<file path="src/rtl/isoc_port_pkg.sv">
package isoc_port_pkg;

    typedef enum logic [1:0] {
        ST_IDLE  = 2'd0,
        ST_READ  = 2'd1,
        ST_WRITE = 2'd2,
        ST_DONE  = 2'd3
    } port_state_t;

    typedef struct packed {
        logic ok;
        logic is_write;
        logic buf_sel;
    } port_cmd_t;

    // Fixed pattern bits of a legal command byte (bits 7 and 1 are free)
    localparam logic [7:0] CMD_FIXED_MASK  = 8'h7D;
    localparam logic [7:0] CMD_FIXED_VALUE = 8'h40;
    localparam int         CMD_DIR_BIT     = 7;
    localparam int         CMD_BUF_BIT     = 1;
    localparam int         BYTES_PER_WORD  = 2;

endpackage

</file>
<file path="src/rtl/isoc_cmd_decode.sv">
module isoc_cmd_decode
    import isoc_port_pkg::*;
(
    input  logic       valid_in,
    input  logic [7:0] code_in,
    output port_cmd_t  cmd_out
);
    always_comb begin
        cmd_out.ok       = valid_in && ((code_in & CMD_FIXED_MASK) == CMD_FIXED_VALUE);
        cmd_out.is_write = code_in[CMD_DIR_BIT];
        cmd_out.buf_sel  = code_in[CMD_BUF_BIT];
    end
endmodule

</file>
<file path="src/rtl/isoc_byte_ptr.sv">
module isoc_byte_ptr
    import isoc_port_pkg::*;
#(
    parameter int PTR_W = 16
)(
    input  logic             clk,
    input  logic             rst_n,
    input  logic             restart,
    input  logic [PTR_W-1:0] limit_in,
    input  logic             step,
    output logic [PTR_W-1:0] ptr_q,
    output logic             at_last
);
    localparam logic [PTR_W:0] STEP_EXT = (PTR_W+1)'(BYTES_PER_WORD);

    logic [PTR_W-1:0] limit_q;

    always_ff @(posedge clk) begin
        if (!rst_n) begin
            ptr_q   <= '0;
            limit_q <= '0;
        end else if (restart) begin
            ptr_q   <= '0;
            limit_q <= limit_in;
        end else if (step) begin
            ptr_q   <= ptr_q + PTR_W'(BYTES_PER_WORD);
        end
    end

    // Widened compare so the pointer's carry is never lost
    assign at_last = ({1'b0, ptr_q} + STEP_EXT) >= {1'b0, limit_q};
endmodule

</file>
<file path="src/rtl/isoc_buf_ram.sv">
module isoc_buf_ram #(
    parameter int NBUF   = 2,
    parameter int WORDS  = 64,
    parameter int DATA_W = 16,
    localparam int AW    = $clog2(WORDS),
    localparam int SW    = (NBUF > 1) ? $clog2(NBUF) : 1
)(
    input  logic              clk,
    input  logic              we,
    input  logic [SW-1:0]     bank,
    input  logic [AW-1:0]     addr,
    input  logic [DATA_W-1:0] wdata,
    output logic [DATA_W-1:0] rdata
);
    logic [DATA_W-1:0] bank_rd [NBUF];

    for (genvar g = 0; g < NBUF; g++) begin : g_bank
        logic [DATA_W-1:0] mem [WORDS];

        always_ff @(posedge clk) begin
            if (we && (bank == SW'(g))) begin
                mem[addr] <= wdata;
            end
        end

        assign bank_rd[g] = mem[addr];
    end

    always_comb begin
        rdata = '0;
        for (int i = 0; i < NBUF; i++) begin
            if (bank == SW'(i)) rdata = bank_rd[i];
        end
    end
endmodule

</file>
<file path="src/rtl/isoc_stream_port.sv">
module isoc_stream_port
    import isoc_port_pkg::*;
#(
    parameter int BUF_WORDS = 64,
    parameter int DATA_W    = 16,
    parameter int CNT_W     = 16
)(
    input  logic              clk,
    input  logic              rst_n,
    input  logic              cmd_valid,
    input  logic [7:0]        cmd_code,
    input  logic              cnt_load,
    input  logic [CNT_W-1:0]  cnt_value,
    input  logic              size_load,
    input  logic [15:0]       size_value,
    input  logic              data_wr,
    input  logic [DATA_W-1:0] data_wdata,
    input  logic              data_rd,
    output logic [DATA_W-1:0] data_rdata,
    input  logic              irq_clear,
    output logic              eot_irq,
    output logic [1:0]        buf_full,
    output logic              busy,
    output logic [15:0]       buf_size
);
    localparam int AW   = $clog2(BUF_WORDS);
    localparam int NBUF = 2;

    port_state_t      state_q, state_nx;
    port_cmd_t        cmd;
    logic [CNT_W-1:0] cnt_q;
    logic [CNT_W-1:0] byte_ptr;
    logic             at_last;
    logic             act_buf_q;
    logic             cnt_zero;
    logic             xfer_step;
    logic             finish;
    logic             fin_write;
    logic             fin_buf;
    logic [DATA_W-1:0] ram_rdata;

    isoc_cmd_decode u_dec (
        .valid_in (cmd_valid),
        .code_in  (cmd_code),
        .cmd_out  (cmd)
    );

    isoc_byte_ptr #(.PTR_W(CNT_W)) u_ptr (
        .clk      (clk),
        .rst_n    (rst_n),
        .restart  (cmd.ok),
        .limit_in (cnt_q),
        .step     (xfer_step),
        .ptr_q    (byte_ptr),
        .at_last  (at_last)
    );

    isoc_buf_ram #(.NBUF(NBUF), .WORDS(BUF_WORDS), .DATA_W(DATA_W)) u_ram (
        .clk   (clk),
        .we    (xfer_step && (state_q == ST_WRITE)),
        .bank  (act_buf_q),
        .addr  (byte_ptr[AW:1]),
        .wdata (data_wdata),
        .rdata (ram_rdata)
    );

    // Programmable registers
    always_ff @(posedge clk) begin
        if (!rst_n) begin
            cnt_q    <= '0;
            buf_size <= '0;
        end else begin
            if (cnt_load)  cnt_q    <= cnt_value;
            if (size_load) buf_size <= size_value;
        end
    end

    assign cnt_zero = (cnt_q == '0);

    // State register
    always_ff @(posedge clk) begin
        if (!rst_n) state_q <= ST_IDLE;
        else        state_q <= state_nx;
    end

    // Next-state logic
    always_comb begin
        state_nx = state_q;
        if (cmd.ok) begin
            if (cnt_zero)          state_nx = ST_DONE;
            else if (cmd.is_write) state_nx = ST_WRITE;
            else                   state_nx = ST_READ;
        end else begin
            unique case (state_q)
                ST_IDLE:  state_nx = ST_IDLE;
                ST_READ:  if (data_rd && at_last) state_nx = ST_DONE;
                ST_WRITE: if (data_wr && at_last) state_nx = ST_DONE;
                ST_DONE:  state_nx = ST_DONE;
                default:  state_nx = ST_IDLE;
            endcase
        end
    end

    // Transfer events
    always_comb begin
        xfer_step = 1'b0;
        if (!cmd.ok) begin
            unique case (state_q)
                ST_READ:  xfer_step = data_rd;
                ST_WRITE: xfer_step = data_wr;
                default:  xfer_step = 1'b0;
            endcase
        end
        finish    = (xfer_step && at_last) || (cmd.ok && cnt_zero);
        fin_write = cmd.ok ? cmd.is_write : (state_q == ST_WRITE);
        fin_buf   = cmd.ok ? cmd.buf_sel  : act_buf_q;
    end

    // Output process: flag, status, active buffer
    always_ff @(posedge clk) begin
        if (!rst_n) begin
            eot_irq   <= 1'b0;
            buf_full  <= '0;
            act_buf_q <= 1'b0;
        end else begin
            if (cmd.ok) act_buf_q <= cmd.buf_sel;
            if (finish) begin
                eot_irq           <= 1'b1;
                buf_full[fin_buf] <= fin_write;
            end else if (irq_clear) begin
                eot_irq <= 1'b0;
            end
        end
    end

    assign busy       = (state_q == ST_READ) || (state_q == ST_WRITE);
    assign data_rdata = (state_q == ST_READ) ? ram_rdata : '0;
endmodule

</file>
<file path="config.mk">
export PLATFORM = sky130hd
export DESIGN_NAME = isoc_stream_port
export DESIGN_NICKNAME = d
export VERILOG_FILES = /design/src/rtl/isoc_port_pkg.sv /design/src/rtl/isoc_cmd_decode.sv /design/src/rtl/isoc_byte_ptr.sv /design/src/rtl/isoc_buf_ram.sv /design/src/rtl/isoc_stream_port.sv
export SDC_FILE = /design/constraint.sdc
export NUM_CORES = 2
export LEC_CHECK = 0
export BUFFER_PORTS_ARGS = -buffer_cell sky130_fd_sc_hd__buf_2
export CAP_MARGIN = 15
export CELL_PAD_IN_SITES_DETAIL_PLACEMENT = 0
export CELL_PAD_IN_SITES_GLOBAL_PLACEMENT = 1
export CORE_AREA = 2 2 429 431
export CTS_CLUSTER_DIAMETER = 60
export CTS_CLUSTER_SIZE = 30
export DETAILED_ROUTE_END_ITERATION = 8
export DIE_AREA = 0 0 431 433
export GPL_TIMING_DRIVEN = 0
export PLACE_DENSITY_LB_ADDON = 0.1
export SYNTH_ARGS = -nofsm -noshare
export SYNTH_HDL_FRONTEND = slang
export SYNTH_SLANG_ARGS = --single-unit
</file>
<file path="constraint.sdc">
create_clock -name clk -period 6.4 [get_ports clk]
set_input_delay 0.32 -clock clk [delete_from_list [all_inputs] [get_ports clk]]
set_output_delay 0.32 -clock clk [all_outputs]
set_load 0.005 [all_outputs]
</file>
# Yosys cells after proc, flatten, opt, wreduce, memory -nomap -nowiden
# Memories as Yosys holds them, arrays and structs flattened. A register that Yosys moved wholly into a read port is not among the register bits.
# Index checks and enable logic that the tools add are counted.
dict set report totals {
  in_bits 64
  ram_bits 2048
  mem_count 2
  romBits 0
  elab_cells 64
  regBits 70
  latchBits 0
}
dict set report op_classes {
  reduce_logical 16
  n_addsub 2
  n_mul 0
  n_bitwise 2
  n_div 0
  mux 25
  eq_ne 6
  order_cmp 3
  shift 0
}
# name depth width rd rd_ports_with_merged_regs write_ports line
set mem_list {}
lappend mem_list {{u_ram.g_bank[0].mem} 64 16 1 1 1 isoc_buf_ram.sv:18} ;# logic [DATA_W-1:0] mem [WORDS];
lappend mem_list {{u_ram.g_bank[1].mem} 64 16 1 1 1 isoc_buf_ram.sv:18}
# cell n
set ops {}
lappend ops {{16-bit two-way mux} 2}
lappend ops {{6-bit two-way mux} 4}
lappend ops {{16-bit by 2-bit adder with 17-bit output, second input constant} 1}
lappend ops {{17-bit by 16-bit >= comparator with 1-bit output} 1}
lappend ops {{16-bit by 2-bit adder with 16-bit output, second input constant} 1}
lappend ops {{16-bit logical NOT} 1}
lappend ops {{1-bit two-way mux} 10}
lappend ops {{2-bit two-way mux} 5}
lappend ops {{1-bit logical AND} 9}
lappend ops {{2-bit one-hot mux with 4 select lines} 1}
lappend ops {{6-bit equality test, second input constant} 1}
lappend ops {{2-bit equality test, second input constant} 2}
lappend ops {{3-bit by 1-bit inequality test with 1-bit output, second input constant} 1}
lappend ops {{3-bit by 2-bit inequality test with 1-bit output, second input constant} 1}
lappend ops {{2-bit bitwise mux} 1}
lappend ops {{2-bit by 1-bit equality test with 1-bit output, second input constant} 1}
lappend ops {{2-bit logical NOT} 1}
lappend ops {{1-bit logical OR} 2}
lappend ops {{1-bit by 2-bit less-than comparator with 1-bit output, second input constant} 1}
lappend ops {{1-bit NOT} 2}
lappend ops {{1-bit one-hot mux with 2 select lines} 1}
lappend ops {{2-bit AND reduction} 1}
lappend ops {{2-bit nonzero test} 1}
lappend ops {{2-bit OR reduction} 1}
lappend ops {{2 further kinds} 2}

# Depth between registers and ports, before layout
dict set report logic_depth {
  ltp_word 8
  mapped_depth 14
  depth_no_buf 13
}

# Hierarchy
# A second synthesis with hierarchy kept.
dict set report hier_totals {
  cells_unflattened 4732
  area_unflattened_um2 83232.3
}
# module instances cells_per_inst area_each_um2
set modules_own_cells {}
lappend modules_own_cells {isoc_buf_ram 1 4346 79598.8}
lappend modules_own_cells {isoc_byte_ptr 1 207 1826.8}
lappend modules_own_cells {isoc_stream_port 1 174 1769.2}
lappend modules_own_cells {isoc_cmd_decode 1 5 37.5}

# Least setup slack after synthesis
# OpenSTA, ideal clock, no wires.
dict set report synth_timing {
  path_type {register to register}
  startpoint {register u_ptr.ptr_q[1]}
  endpoint {register buf_full[1]}
  setup_ps 122
  synth_period_minus_slack_ps 3220
  path_slack_ps 3180
  n_path_buf 1
  arrival_time_ps 3098
  stages_incl_launch_ff 15
  path_cell_list {dfxtp_1 ha_1 nand3_1 or3_1 clkbuf_1 nor3_2 nand3_1 xnor2_1 ha_1 nand3_1 nor3_1 o31ai_1 a41oi_1 nor2_1 o2bb2a_1}
}
dict set report synth_between {
  elab_chain_len 4
}
# element line
set synth_rtl {}
lappend synth_rtl {{start, declared} isoc_byte_ptr.sv:11} ;# output logic [PTR_W-1:0] ptr_q,
lappend synth_rtl {{start signal, assigned} isoc_byte_ptr.sv:26} ;# ptr_q <= ptr_q + PTR_W'(BYTES_PER_WORD);
lappend synth_rtl {{16-bit by 2-bit adder with 17-bit output} isoc_byte_ptr.sv:31} ;# assign at_last = ({1'b0, ptr_q} + STEP_EXT) >= {1'b0, limit_q};
lappend synth_rtl {{17-bit by 16-bit >= comparator with 1-bit output} isoc_byte_ptr.sv:31}
lappend synth_rtl {{1-bit logical AND} isoc_stream_port.sv:114} ;# finish = (xfer_step && at_last) || (cmd.ok && cnt_zero);
lappend synth_rtl {{1-bit logical OR} isoc_stream_port.sv:114}
lappend synth_rtl {{end signal, assigned by index} isoc_stream_port.sv:129} ;# buf_full[fin_buf] <= fin_write;
lappend synth_rtl {{end, declared} isoc_stream_port.sv:22} ;# output logic [1:0] buf_full,
# Every way passes these cells.
# A chain may end at the register's enable or synchronous reset.

==> flow_metrics.env <==
export IMPL_placementRows=157
export IMPL_postCtsHoldBufs=61
export IMPL_cpMostUsedCell="buf_2"
export IMPL_crit_chain="buf_2 -> buf_2 -> clkbuf_1 -> mux4_2 -> a221oi_1 -> a21oi_1 -> nand4_1 -> nand2_1 -> buf_2"
export IMPL_rsz0062_at_grt="no"
export IMPL_final_setup_viol_count=0
export IMPL_synth_edf_count=2048
export IMPL_ir_drop_mv=0.2578
export IMPL_cp_end_kind="output pin"
export IMPL_cts_sinks=2123
export IMPL_status="complete, no violations"
export IMPL_grt_use_total_pct=24.24
export IMPL_clk_latency_ps=810
export IMPL_p_comb_share_pct=4.6
export IMPL_grt_overflow=0
export IMPL_fin_ws_ps=408.0
export IMPL_dp_slack_ps=1261
export IMPL_final_area_mm2=0.09377
export IMPL_clk_pin_slew_ps=90
export IMPL_post_cts_buffers=0
export IMPL_htreeDepth=4
export IMPL_powerDensity_mw_per_mm2=285.8
export IMPL_finalHoldViolations=0
export IMPL_port_buffers=97
export IMPL_grt_pass1_vias=40740
export IMPL_power_leakage_nw=28.29
export IMPL_synthFlopType="edfxtp_1"
export IMPL_cts_tree="done"
export IMPL_die_area_mm2=0.1866
export IMPL_yosys_warnings=0
export IMPL_fillCellCount=14510
export IMPL_drtAntennaViolNets=0
export IMPL_hold_path_class="input port to flop"
export IMPL_critPathMaxFanout=11
export IMPL_gp_congestion=0.8171
export IMPL_report_final_slew_viol_count=0
export IMPL_crit_path_max_incr_delay_ps=870
export IMPL_final_nets=4456
export IMPL_dr_first_iter_drc_count=4206
export IMPL_grt_start_max_net_pins=91
export IMPL_finalClockSkew_ps=34.56
export IMPL_pwr_share_seq_pct=56.8
export IMPL_area_delta_synth_final_pct=14.84
export IMPL_clock_power_share_pct=38.5
export IMPL_drv_cap=0
export IMPL_reg2reg_depth=10
export IMPL_clock_root_buffer="clkbuf_16"
export IMPL_start_util_pct=44.84
export IMPL_switching_power_mw=6.088
export IMPL_clk_path_buf_depth=3
export IMPL_die_w_um=431
export IMPL_critical_path_arrival_ps=5670
export IMPL_synthArstFlopShare_pct=0
export IMPL_slew_headroom_pct=17.60
export IMPL_design_power_total_mw=26.80
export IMPL_synth_seq_cells=2123
export IMPL_min_path_cells=1
export IMPL_grt_pass1_wl_um=314700
export IMPL_cts_resized=0
export IMPL_antenna_found_initial=10
export IMPL_worstPathRequired_ps=6080
export IMPL_coreArea_mm2=0.1821
export IMPL_cts_inserted_buffers=152
export IMPL_syn_num_nets=4006
export IMPL_die_y_um=433
export IMPL_drive_gt1_share_pct=25.96
export IMPL_min_period_over_period_pct=93.63
export IMPL_critPathSlowestCell="clkbuf_1"
export IMPL_ys_types=53
export IMPL_switching_share_pct=22.71
export IMPL_dp_hpwl_um=154400
export IMPL_criticalPathCategory="flop to output pin"
export IMPL_drc=0
export IMPL_vias=40550
export IMPL_wl_um=225600
export IMPL_clock_fmax_mhz=166.9
export IMPL_routed_via_density=5.891
export IMPL_avgSynthCellArea_um2=20.81
export IMPL_internal_power_mw=20.72
export IMPL_synth_cells=3923
export IMPL_wl_per_cell_um=32.76
export IMPL_syn_area_mm2=0.08165
export IMPL_firstDrtPassIters=7
export IMPL_worstSetupStartpointType="flop"
export IMPL_post_route_util_pct=51.49
export IMPL_post_route_min_period_ps=5992
export IMPL_fin_tns_setup_ps=0
export IMPL_ioPinCount=100
export IMPL_worstMarginPinSlew_ps=1231
export IMPL_yosysSeqAreaShare_pct=77.16
export IMPL_dpl_cell_area_mm2=0.08782
==> power by group through the flow <==
| stage | Combinational (mW) | Clock, mW | Sequential (mW) |
|---|---|---|---|
| 2_1_floorplan | 0.562 | 0 | 15.5 |
| 3_3_place_gp | 1.17 | 0 | 15.6 |
| 4_1_cts | 1.26 | 10.5 | 15.2 |
| 6_report | 1.24 | 10.3 | 15.2 |
| 3_5_place_dp | 1.22 | 0 | 15.6 |
| 5_1_grt | 1.32 | 11.0 | 15.2 |
==> cell type report <==
cell class / instances / area [um^2] / share of cell area, %
Antenna cell: 3 / 7.507 / 0.008006
Buffer: 232 / 1095 / 1.168
Clock buffer: 165 / 4001 / 4.267
Clock inverter: 112 / 1269 / 1.353
Inverter: 23 / 86.33 / 0.09207
Multi-Input combinational cell: 1545 / 17790 / 18.98
Sequential cell: 2123 / 63000 / 67.19
Tap cell: 2385 / 2984 / 3.182
Timing Repair Buffer: 296 / 3533 / 3.768
==> final timing paths <==
path | start | to | slack [ps]
max | flop | data_rdata[3] | 410
min | data_wdata[13] | u_ram.g_bank[0].mem[56][13] | 80
max reg2reg | state_q[0] | u_ram.g_bank[1].mem[6][5] | 2010
min reg2reg | buf_full[0] | buf_full[0] | 470
==> state kept, by name, indices dropped and copies added (netlist names), named ones only <==
register	cells
act_buf_q	1
buf_full	2
buf_size	16
cnt_q	16
eot_irq	1
state_q	2
u_ptr.limit_q	16
u_ptr.ptr_q	15
u_ram.g_bank.mem	2048
==> cells in the final DEF (no fill, tap or decap), drive strengths merged, types with 15 or more instances in the layout <==
master / count
ha: 19
a221oi: 17
a221o: 16
o22ai: 65
a22o: 16
o21ai: 15
a22oi: 65
mux4: 415
clkinv: 49
buf: 338
a21oi: 44
clkbuf: 294
edfxtp: 2048
nor2: 207
o2111ai: 15
nand2: 84
inv: 69
a211oi: 80
o221ai: 48
nand4: 31
mux2: 32
dfxtp: 75
dlygate4sd3: 61
mux2i: 277
==> cells in the mapped netlist, drive strengths merged, types with 3 or more instances <==
| master | number | area, um^2 |
|---|---|---|
| a211oi | 80 | 600.6 |
| a221o | 16 | 160.2 |
| a21oi | 44 | 220.2 |
| a22o | 16 | 140.1 |
| buf | 103 | 608.1 |
| mux4 | 415 | 9346 |
| nand3 | 13 | 65.06 |
| xnor2 | 12 | 105.1 |
| or2 | 4 | 25.03 |
| dfxtp | 75 | 1501 |
| nand4 | 31 | 193.9 |
| nand2 | 84 | 315.3 |
| ha | 19 | 237.7 |
| a221oi | 17 | 148.9 |
| and3 | 3 | 18.77 |
| o31ai | 3 | 22.52 |
| nor2b | 5 | 31.28 |
| o22ai | 65 | 406.6 |
| nand3b | 3 | 22.52 |
| o221ai | 48 | 420.4 |
| mux2 | 32 | 360.4 |
| xor2 | 9 | 78.83 |
| and2 | 4 | 25.03 |
| nor2 | 207 | 777.0 |
| nor4 | 4 | 25.02 |
| o2111ai | 15 | 131.4 |
| nor3 | 9 | 50.05 |
| nand2b | 7 | 43.79 |
| or3 | 11 | 68.82 |
| inv | 22 | 82.58 |
| mux2i | 277 | 2773 |
| edfxtp | 2048 | 61500 |
| o21ai | 15 | 75.07 |
| clkbuf | 129 | 484.2 |
| a22oi | 65 | 488.0 |
==> logic make-up (layout without fill, tap and decap cells) <==
kind of cell             after synthesis  count (layout)  synth area share [%]
XOR/XNOR                              21              21                0.2253
AO/OA/AOI/OAI                        393             393                 3.534
flip-flops                          2123            2123                 77.16
adder cells (fa/ha/maj)               19              19                0.2912
multiplexers                         724             724                 15.28
other                                  0               3                     0
AND/OR/NAND/NOR                      388             388                 2.066
buffers and inverters                255             828                 1.443
==> worst max-delay path: cells and delay by family (launching register included) <==
| kind | cells | cell delay [ps] |
|---|---|---|
| compound gates | 2 | 990 |
| buf+inv | 4 | 2210 |
| flops | 1 | 530 |
| mux | 1 | 420 |
| simple gates | 2 | 670 |
==> metrics by stage <==
stage / hold WS [ps] / instances
global route: 82.17 / 6881
detailed placement: 459.0 / 6540
global placement: 461.1 / 6405
finish: 77.83 / 6884
CTS: 44.52 / 6878
floorplan: 418.9 / 3923
==> metal layers <==
layer | vias to the layer above | wire length (um) | global-route usage, %
li1 | 17300 | - | -
met1 | 21780 | 95050 | 33.64
met2 | 1222 | 110200 | 39.70
met3 | 241 | 14370 | 4.354
met4 | 2 | 5938 | 6.506
met5 | - | 13 | 0
(Power assumes the default switching activity.)
